## config.mk

```make
export PLATFORM = sky130hd
export DESIGN_NAME = atm_tx_cellgen
export DESIGN_NICKNAME = d
export VERILOG_FILES = /design/src/rtl/atm_cg_pkg.sv /design/src/rtl/atm_cg_ctrl.sv /design/src/rtl/atm_cg_cellpos.sv /design/src/rtl/atm_cg_hec.sv /design/src/rtl/atm_cg_scram.sv /design/src/rtl/atm_tx_cellgen.sv
export SDC_FILE = /design/constraint.sdc
export NUM_CORES = 1
export LEC_CHECK = 0
export BUFFER_PORTS_ARGS = -buffer_cell sky130_fd_sc_hd__buf_2
export CAP_MARGIN = 20
export CORE_MARGIN = 2
export CORE_UTILIZATION = 60
export CTS_CLUSTER_DIAMETER = 40
export DETAILED_ROUTE_END_ITERATION = 12
export PLACE_DENSITY_LB_ADDON = 0.15
export SETUP_SLACK_MARGIN = 0.4
export SYNTH_ARGS = -nofsm -noshare
export SYNTH_HDL_FRONTEND = slang
export SYNTH_SLANG_ARGS = --single-unit
```

## constraint.sdc

```tcl
create_clock -name clk -period 2.5 [get_ports clk]
set_clock_uncertainty 0.1 [all_clocks]
set_input_delay 0.25 -clock clk [delete_from_list [all_inputs] [get_ports clk]]
set_output_delay 0.25 -clock clk [all_outputs]
set_load 0.03 [all_outputs]
```

## src/rtl/atm_cg_pkg.sv

```systemverilog
package atm_cg_pkg;

    localparam int          CELL_LEN      = 53;
    localparam int          HDR_LEN       = 5;
    localparam int          SCR_DELAY     = 43;
    localparam logic [7:0]  COSET_VAL     = 8'h55;
    localparam logic [7:0]  CRC_POLY      = 8'h07;
    localparam logic [7:0]  CTRL_RST      = 8'h60;
    localparam logic [7:0]  CTRL_RSV_MASK = 8'h04;

    typedef struct packed {
        logic hec_dis;
        logic coset_en;
        logic scr_en;
        logic err_ins;
        logic sync_pol;
        logic rsv;
        logic dss_tx_en;
        logic dss_rx_en;
    } ctrl_t;

    typedef enum logic [1:0] {
        SEG_NONE = 2'd0,
        SEG_HDR  = 2'd1,
        SEG_HEC  = 2'd2,
        SEG_PAY  = 2'd3
    } seg_e;

    function automatic logic [7:0] crc8_step(input logic [7:0] c, input logic [7:0] d);
        logic [7:0] r;
        logic       fb;
        r = c;
        for (int b = 7; b >= 0; b--) begin
            fb = r[7] ^ d[b];
            r  = {r[6:0], 1'b0} ^ (fb ? CRC_POLY : 8'h00);
        end
        return r;
    endfunction

endpackage

```

## src/rtl/atm_cg_ctrl.sv

```systemverilog
module atm_cg_ctrl
    import atm_cg_pkg::*;
#(
    parameter logic [7:0] RST_VAL  = CTRL_RST,
    parameter logic [7:0] RSV_MASK = CTRL_RSV_MASK
) (
    input  logic       clk,
    input  logic       rst,
    input  logic       we,
    input  logic       addr,
    input  logic [7:0] wdata,
    input  logic       clr_err,
    output logic [7:0] rdata,
    output ctrl_t      ctrl,
    output logic [7:0] pat
);
    ctrl_t      ctrl_q;
    logic [7:0] pat_q;

    always_ff @(posedge clk) begin
        if (rst) begin
            ctrl_q <= ctrl_t'(RST_VAL);
            pat_q  <= 8'h00;
        end else begin
            if (we && !addr) ctrl_q <= ctrl_t'(wdata & ~RSV_MASK);
            if (we && addr)  pat_q  <= wdata;
            if (clr_err)     ctrl_q.err_ins <= 1'b0;
        end
    end

    assign rdata = addr ? pat_q : 8'(ctrl_q);
    assign ctrl  = ctrl_q;
    assign pat   = pat_q;


    reset_value_chk: assert property (@(posedge clk) disable iff (rst)
        $past(rst) |-> (8'(ctrl_q) == RST_VAL));

    rsv_zero_chk: assert property (@(posedge clk) disable iff (rst)
        (we && !addr) |=> (ctrl_q.rsv == 1'b0));

    clear_wins_chk: assert property (@(posedge clk) disable iff (rst)
        clr_err |=> !ctrl_q.err_ins);
endmodule

```

## src/rtl/atm_cg_cellpos.sv

```systemverilog
module atm_cg_cellpos
    import atm_cg_pkg::*;
#(
    parameter int CLEN = CELL_LEN,
    parameter int HLEN = HDR_LEN,
    localparam int IW  = $clog2(CLEN + 1)
) (
    input  logic          clk,
    input  logic          rst,
    input  logic          in_valid,
    input  logic          in_soc,
    output logic [IW-1:0] idx,
    output seg_e          seg
);
    localparam logic [IW-1:0] LAST_IDX = IW'(CLEN - 1);
    localparam logic [IW-1:0] HEC_IDX  = IW'(HLEN - 1);

    logic [IW-1:0] cnt_q;
    logic          act_q;
    logic          cur_act;

    assign cur_act = in_soc | act_q;
    assign idx     = in_soc ? '0 : cnt_q;

    always_comb begin
        if (!cur_act)           seg = SEG_NONE;
        else if (idx < HEC_IDX) seg = SEG_HDR;
        else if (idx == HEC_IDX) seg = SEG_HEC;
        else                    seg = SEG_PAY;
    end

    always_ff @(posedge clk) begin
        if (rst) begin
            cnt_q <= '0;
            act_q <= 1'b0;
        end else if (in_valid) begin
            if (in_soc) begin
                cnt_q <= IW'(1);
                act_q <= 1'b1;
            end else if (act_q) begin
                cnt_q <= cnt_q + IW'(1);
                if (cnt_q == LAST_IDX) act_q <= 1'b0;
            end
        end
    end


    cnt_range_chk: assert property (@(posedge clk) disable iff (rst)
        act_q |-> (cnt_q <= LAST_IDX));
endmodule

```

## src/rtl/atm_cg_hec.sv

```systemverilog
module atm_cg_hec
    import atm_cg_pkg::*;
(
    input  logic       clk,
    input  logic       rst,
    input  logic       step,
    input  logic       first,
    input  logic [7:0] din,
    output logic [7:0] crc
);
    logic [7:0] crc_q;

    always_ff @(posedge clk) begin
        if (rst)       crc_q <= 8'h00;
        else if (step) crc_q <= crc8_step(first ? 8'h00 : crc_q, din);
    end

    assign crc = crc_q;


    crc_hold_chk: assert property (@(posedge clk) disable iff (rst)
        !step |=> $stable(crc_q));
endmodule

```

## src/rtl/atm_cg_scram.sv

```systemverilog
module atm_cg_scram
    import atm_cg_pkg::*;
#(
    parameter int DELAY = SCR_DELAY
) (
    input  logic       clk,
    input  logic       rst,
    input  logic       en,
    input  logic [7:0] din,
    output logic [7:0] dout
);
    logic [DELAY-1:0] hist_q;
    logic [DELAY-1:0] hist_n;

    always_comb begin
        logic s;
        hist_n = hist_q;
        dout   = 8'h00;
        for (int b = 7; b >= 0; b--) begin
            s       = din[b] ^ hist_n[DELAY-1];
            dout[b] = s;
            hist_n  = {hist_n[DELAY-2:0], s};
        end
    end

    always_ff @(posedge clk) begin
        if (rst)     hist_q <= '0;
        else if (en) hist_q <= hist_n;
    end


    hist_hold_chk: assert property (@(posedge clk) disable iff (rst)
        !en |=> $stable(hist_q));
endmodule

```

## src/rtl/atm_tx_cellgen.sv

```systemverilog
module atm_tx_cellgen
    import atm_cg_pkg::*;
#(
    parameter int CLEN  = CELL_LEN,
    parameter int HLEN  = HDR_LEN,
    parameter int DELAY = SCR_DELAY,
    localparam int IW   = $clog2(CLEN + 1)
) (
    input  logic       clk,
    input  logic       rst,
    input  logic       in_valid,
    input  logic       in_soc,
    input  logic [7:0] in_data,
    input  logic       reg_we,
    input  logic       reg_addr,
    input  logic [7:0] reg_wdata,
    output logic [7:0] reg_rdata,
    output logic       out_valid,
    output logic       out_soc,
    output logic [7:0] out_data
);
    ctrl_t         ctrl_live;
    logic [7:0]    pat_live;
    ctrl_t         cfg_q;
    logic [7:0]    pat_q;
    ctrl_t         cfg_eff;
    logic [7:0]    pat_eff;
    logic [IW-1:0] idx;
    seg_e          seg;
    logic [7:0]    crc;
    logic [7:0]    scr_out;
    logic [7:0]    hec_word;
    logic [7:0]    byte_nxt;
    logic          start;
    logic          clr_err;
    logic          scr_step;

    assign start   = in_valid && in_soc;
    assign cfg_eff = start ? ctrl_live : cfg_q;
    assign pat_eff = start ? pat_live  : pat_q;
    assign clr_err = in_valid && (seg == SEG_HEC) && cfg_eff.err_ins && !cfg_eff.hec_dis;
    assign scr_step = in_valid && (seg == SEG_PAY) && cfg_eff.scr_en;

    atm_cg_ctrl ctrl_i (
        .clk     (clk),
        .rst     (rst),
        .we      (reg_we),
        .addr    (reg_addr),
        .wdata   (reg_wdata),
        .clr_err (clr_err),
        .rdata   (reg_rdata),
        .ctrl    (ctrl_live),
        .pat     (pat_live)
    );

    atm_cg_cellpos #(.CLEN(CLEN), .HLEN(HLEN)) pos_i (
        .clk      (clk),
        .rst      (rst),
        .in_valid (in_valid),
        .in_soc   (in_soc),
        .idx      (idx),
        .seg      (seg)
    );

    atm_cg_hec hec_i (
        .clk   (clk),
        .rst   (rst),
        .step  (in_valid && (seg == SEG_HDR)),
        .first (idx == '0),
        .din   (in_data),
        .crc   (crc)
    );

    atm_cg_scram #(.DELAY(DELAY)) scr_i (
        .clk  (clk),
        .rst  (rst),
        .en   (scr_step),
        .din  (in_data),
        .dout (scr_out)
    );

    assign hec_word = crc
                    ^ (cfg_eff.coset_en ? COSET_VAL : 8'h00)
                    ^ (cfg_eff.err_ins  ? pat_eff   : 8'h00);

    always_comb begin
        unique case (seg)
            SEG_HEC: byte_nxt = cfg_eff.hec_dis ? in_data : hec_word;
            SEG_PAY: byte_nxt = cfg_eff.scr_en  ? scr_out : in_data;
            default: byte_nxt = in_data;
        endcase
    end

    always_ff @(posedge clk) begin
        if (rst) begin
            cfg_q     <= ctrl_t'(CTRL_RST);
            pat_q     <= 8'h00;
            out_valid <= 1'b0;
            out_soc   <= 1'b0;
            out_data  <= 8'h00;
        end else begin
            if (start) begin
                cfg_q <= ctrl_live;
                pat_q <= pat_live;
            end
            out_valid <= in_valid;
            out_soc   <= start;
            if (in_valid) out_data <= byte_nxt;
        end
    end


    soc_valid_chk: assert property (@(posedge clk) disable iff (rst)
        out_soc |-> out_valid);

    hdr_pass_chk: assert property (@(posedge clk) disable iff (rst)
        (in_valid && seg == SEG_HDR) |=> (out_data == $past(in_data)));

    hec_pass_chk: assert property (@(posedge clk) disable iff (rst)
        (in_valid && seg == SEG_HEC && cfg_eff.hec_dis) |=> (out_data == $past(in_data)));

    pay_pass_chk: assert property (@(posedge clk) disable iff (rst)
        (in_valid && seg == SEG_PAY && !cfg_eff.scr_en) |=> (out_data == $past(in_data)));

    cfg_hold_chk: assert property (@(posedge clk) disable iff (rst)
        !start |=> $stable(cfg_q));
endmodule

```

==> flow_metrics.env <==
export IMPL_status="finished, final reports clean"
export IMPL_hpwl_um=7200
export IMPL_async_flop_share_pct=0
export IMPL_required_ns=2.64
export IMPL_nets=643
export IMPL_min_period_ns=2.16
export IMPL_synth_edff_count=0
export IMPL_yosysSeqAreaShare_pct=39.8
export IMPL_grt_pass1_wl_um=19300
export IMPL_yosysWarningCount=0
export IMPL_die_area_sq_um=8700
export IMPL_ctsRootBufferMaster="clkbuf_8"
export IMPL_rsz0062_at_grt="yes"
export IMPL_clock_path_buffers=2
export IMPL_post_route_period_util_pct=86.3
export IMPL_tightest_slew_ns=0.483
export IMPL_htree_levels=3
export IMPL_drt_wl_total_um=12400
export IMPL_start_kind="flop"
export IMPL_die_h_um=93.3
export IMPL_yosysUniqueCellTypes=47
export IMPL_portBuffers=39
export IMPL_slew_headroom_pct=67.5
export IMPL_p_leak_nw=2.02
export IMPL_grt_max_degree=38
export IMPL_cp_max_fo=8
export IMPL_syn_num_nets=613
export IMPL_place_area_sq_um=4970
export IMPL_fmax_ghz=0.464
export IMPL_drv_cap=0
export IMPL_clk_pin_slew_ns=0.10
export IMPL_drive_above_1_share_pct=26.0
export IMPL_ctsHoldBuffers=0
export IMPL_hold_viol_final=0
export IMPL_antenna_found_initial=0
export IMPL_critical_path_class="flop to flop"
export IMPL_initialDrtViolationCount=382
export IMPL_synthFlopType="dfxtp_1"
export IMPL_synth_top_area_share_pct=39.8
export IMPL_cts_tree="yes"
export IMPL_finalSetupTns_ns=0
export IMPL_cts_buffers_inserted=9
export IMPL_min_delay_path_class="input port to flop"
export IMPL_clock_latency_ns=0.36
export IMPL_synth_area_sq_um=4780
export IMPL_finalSetupViolCount=0
export IMPL_overflow=0
export IMPL_vias=4420
export IMPL_grt_pass1_vias=3940
export IMPL_drc=0
export IMPL_cts_sinks=95
export IMPL_drv_slew=0
export IMPL_design_core_area_sq_um=7730
export IMPL_grt_use_total_pct=28.0
export IMPL_detail_route_antenna_nets=0
export IMPL_syn_to_final_growth_pct=17.0
export IMPL_synth_cells=589
export IMPL_postLayoutCellArea_sq_um=5590
export IMPL_wl_per_cell_um=17.0
export IMPL_globalplace_congestion=0.850
export IMPL_row_count=32
export IMPL_vias_per_cell=6.09
export IMPL_start_util_pct=61.9
export IMPL_ioPinCount=40
export IMPL_chipWidth_um=93.3
export IMPL_ir_drop_uv=324
export IMPL_synth_seq_cells=95
export IMPL_endpoint_kind="flop"
export IMPL_p_per_area_nw_per_um2=580
export IMPL_rrSetupSlack_ns=0.34
export IMPL_syn_mean_instance_area_sq_um=8.12
export IMPL_yosysTopAreaCell="dfxtp_1"
export IMPL_synth_area_top_cells="dfxtp_1 (40%), nand2_1 (10%), a21oi_1 (7.4%), xnor2_1 (5.1%), mux2_2 (3.5%)"
export IMPL_antenna_cells=0
export IMPL_worstPathArrival_ns=2.30
export IMPL_first_pass_iters=8
==> what timing repair did <==
action,4_1_cts,5_1_grt
pin swaps,12,22
setup endpoints to repair,51,58
setup buffers,3,2
gates cloned,11,5
gates resized for setup,22,37
==> cells by family after synthesis <==
| group | after synthesis | share of synthesized area (%) |
|---|---|---|
| xor gates and xnor gates | 41 | 8.37 |
| and+or+nand+nor | 243 | 23.8 |
| adders and majority gates | 2 | 0.523 |
| DFF | 95 | 39.8 |
| muxes | 20 | 4.66 |
| AOI/OAI and AO/OA | 133 | 17.3 |
| buffers and inverters | 55 | 5.57 |
==> synth_stat cells, types with 7 or more instances <==
library cell,count
buf_6,7
a21oi_1,71
dfxtp_1,95
nor2_1,38
a311oi_1,9
nand3_1,21
a31oi_1,9
a211oi_2,8
nand2_1,128
and4_1,9
mux2_2,15
o21ai_0,16
xnor2_1,28
clkbuf_1,36
xor2_1,10
==> layer usage <==
metal,track usage [%],vias up,share of wire (%)
li1,-,2116,-
met1,38.1,2128,43
met3,4.43,24,5.4
met2,45.7,152,50
met5,0,-,0
met4,9.19,0,1.8
==> worst max-delay path, cell delays in order, from the launching register on <==
cell      delay (ns)
dfxtp_4         0.36
or4b_4          0.55
or3_4           0.39
and2_4          0.22
and3_4          0.25
nor2_4          0.11
a211oi_2        0.05
==> final cells by class <==
class                           count  area, sq um
Multi-Input combinational cell    455         3000
Fill cell                         610         2130
Sequential cell                    95         1910
Timing Repair Buffer               55          318
Clock buffer                       11          141
Tap cell                          102          128
Clock inverter                      5         88.8
Inverter                            3         11.3
==> per-stage QoR <==
stage          utilization, %  total power [mW]  instances  setup WS (ns)  hold slack (ns)
2_1_floorplan               -              1.97        589          0.348            0.229
3_3_place_gp             64.3              2.06        689          0.135            0.337
3_5_place_dp             64.3              2.07        689          0.134            0.342
4_1_cts                  69.8              3.23        719          0.329           0.0200
5_1_grt                  72.4              3.36        726          0.316           0.0290
6_report                 72.4              3.24        726          0.343           0.0267
==> sequential cells by signal, summed over array words and instances, names as in the netlist, 4 cells and up <==
register,count
ctrl_i.pat,8
cfg_q,4
hec_i.crc,8
pat_q,8
out_data,8
ctrl_i.ctrl,7
pos_i.cnt_q,6
scr_i.hist_q,43
==> report_power, final <==
part	leakage, nW	switching, mW	internal (mW)
sequential	0.774	0.0501	1.55
clock	0.116	0.567	0.604
combinational	1.13	0.278	0.192
==> final timing paths <==
kind	start	endpoint	cells after the start
worst max-delay path	pos_i.cnt_q[4]	scr_i.hist_q[0]	6
worst min-delay path	reg_wdata[6]	ctrl_i.ctrl[6]	3
worst max register to register	pos_i.cnt_q[4]	scr_i.hist_q[0]	6
worst min register to register	scr_i.hist_q[28]	scr_i.hist_q[36]	2
==> placed cells by master, fill, tap and decap left out, types with 6 or more instances in the layout <==
cell type  netlist  layout
and4_1           9       9
a21oi_1         71      69
mux2_2          15      15
a211oi_2         8       8
nor2_1          38      29
nor3_1           6       6
a311oi_1         9       8
a31oi_1          9       9
nand2_1        128     111
xor2_1          10      10
and3_4           0       8
clkbuf_8         0      10
o21ai_0         16      16
nand3_2          0      12
buf_4            0      16
buf_2            6      38
nand3_1         21      12
nand2_2          0      17
xnor2_1         28      28
dfxtp_1         95      92
nor2_4           0       8
o21a_1           6       6
Power figures use the tool's default switching activity.
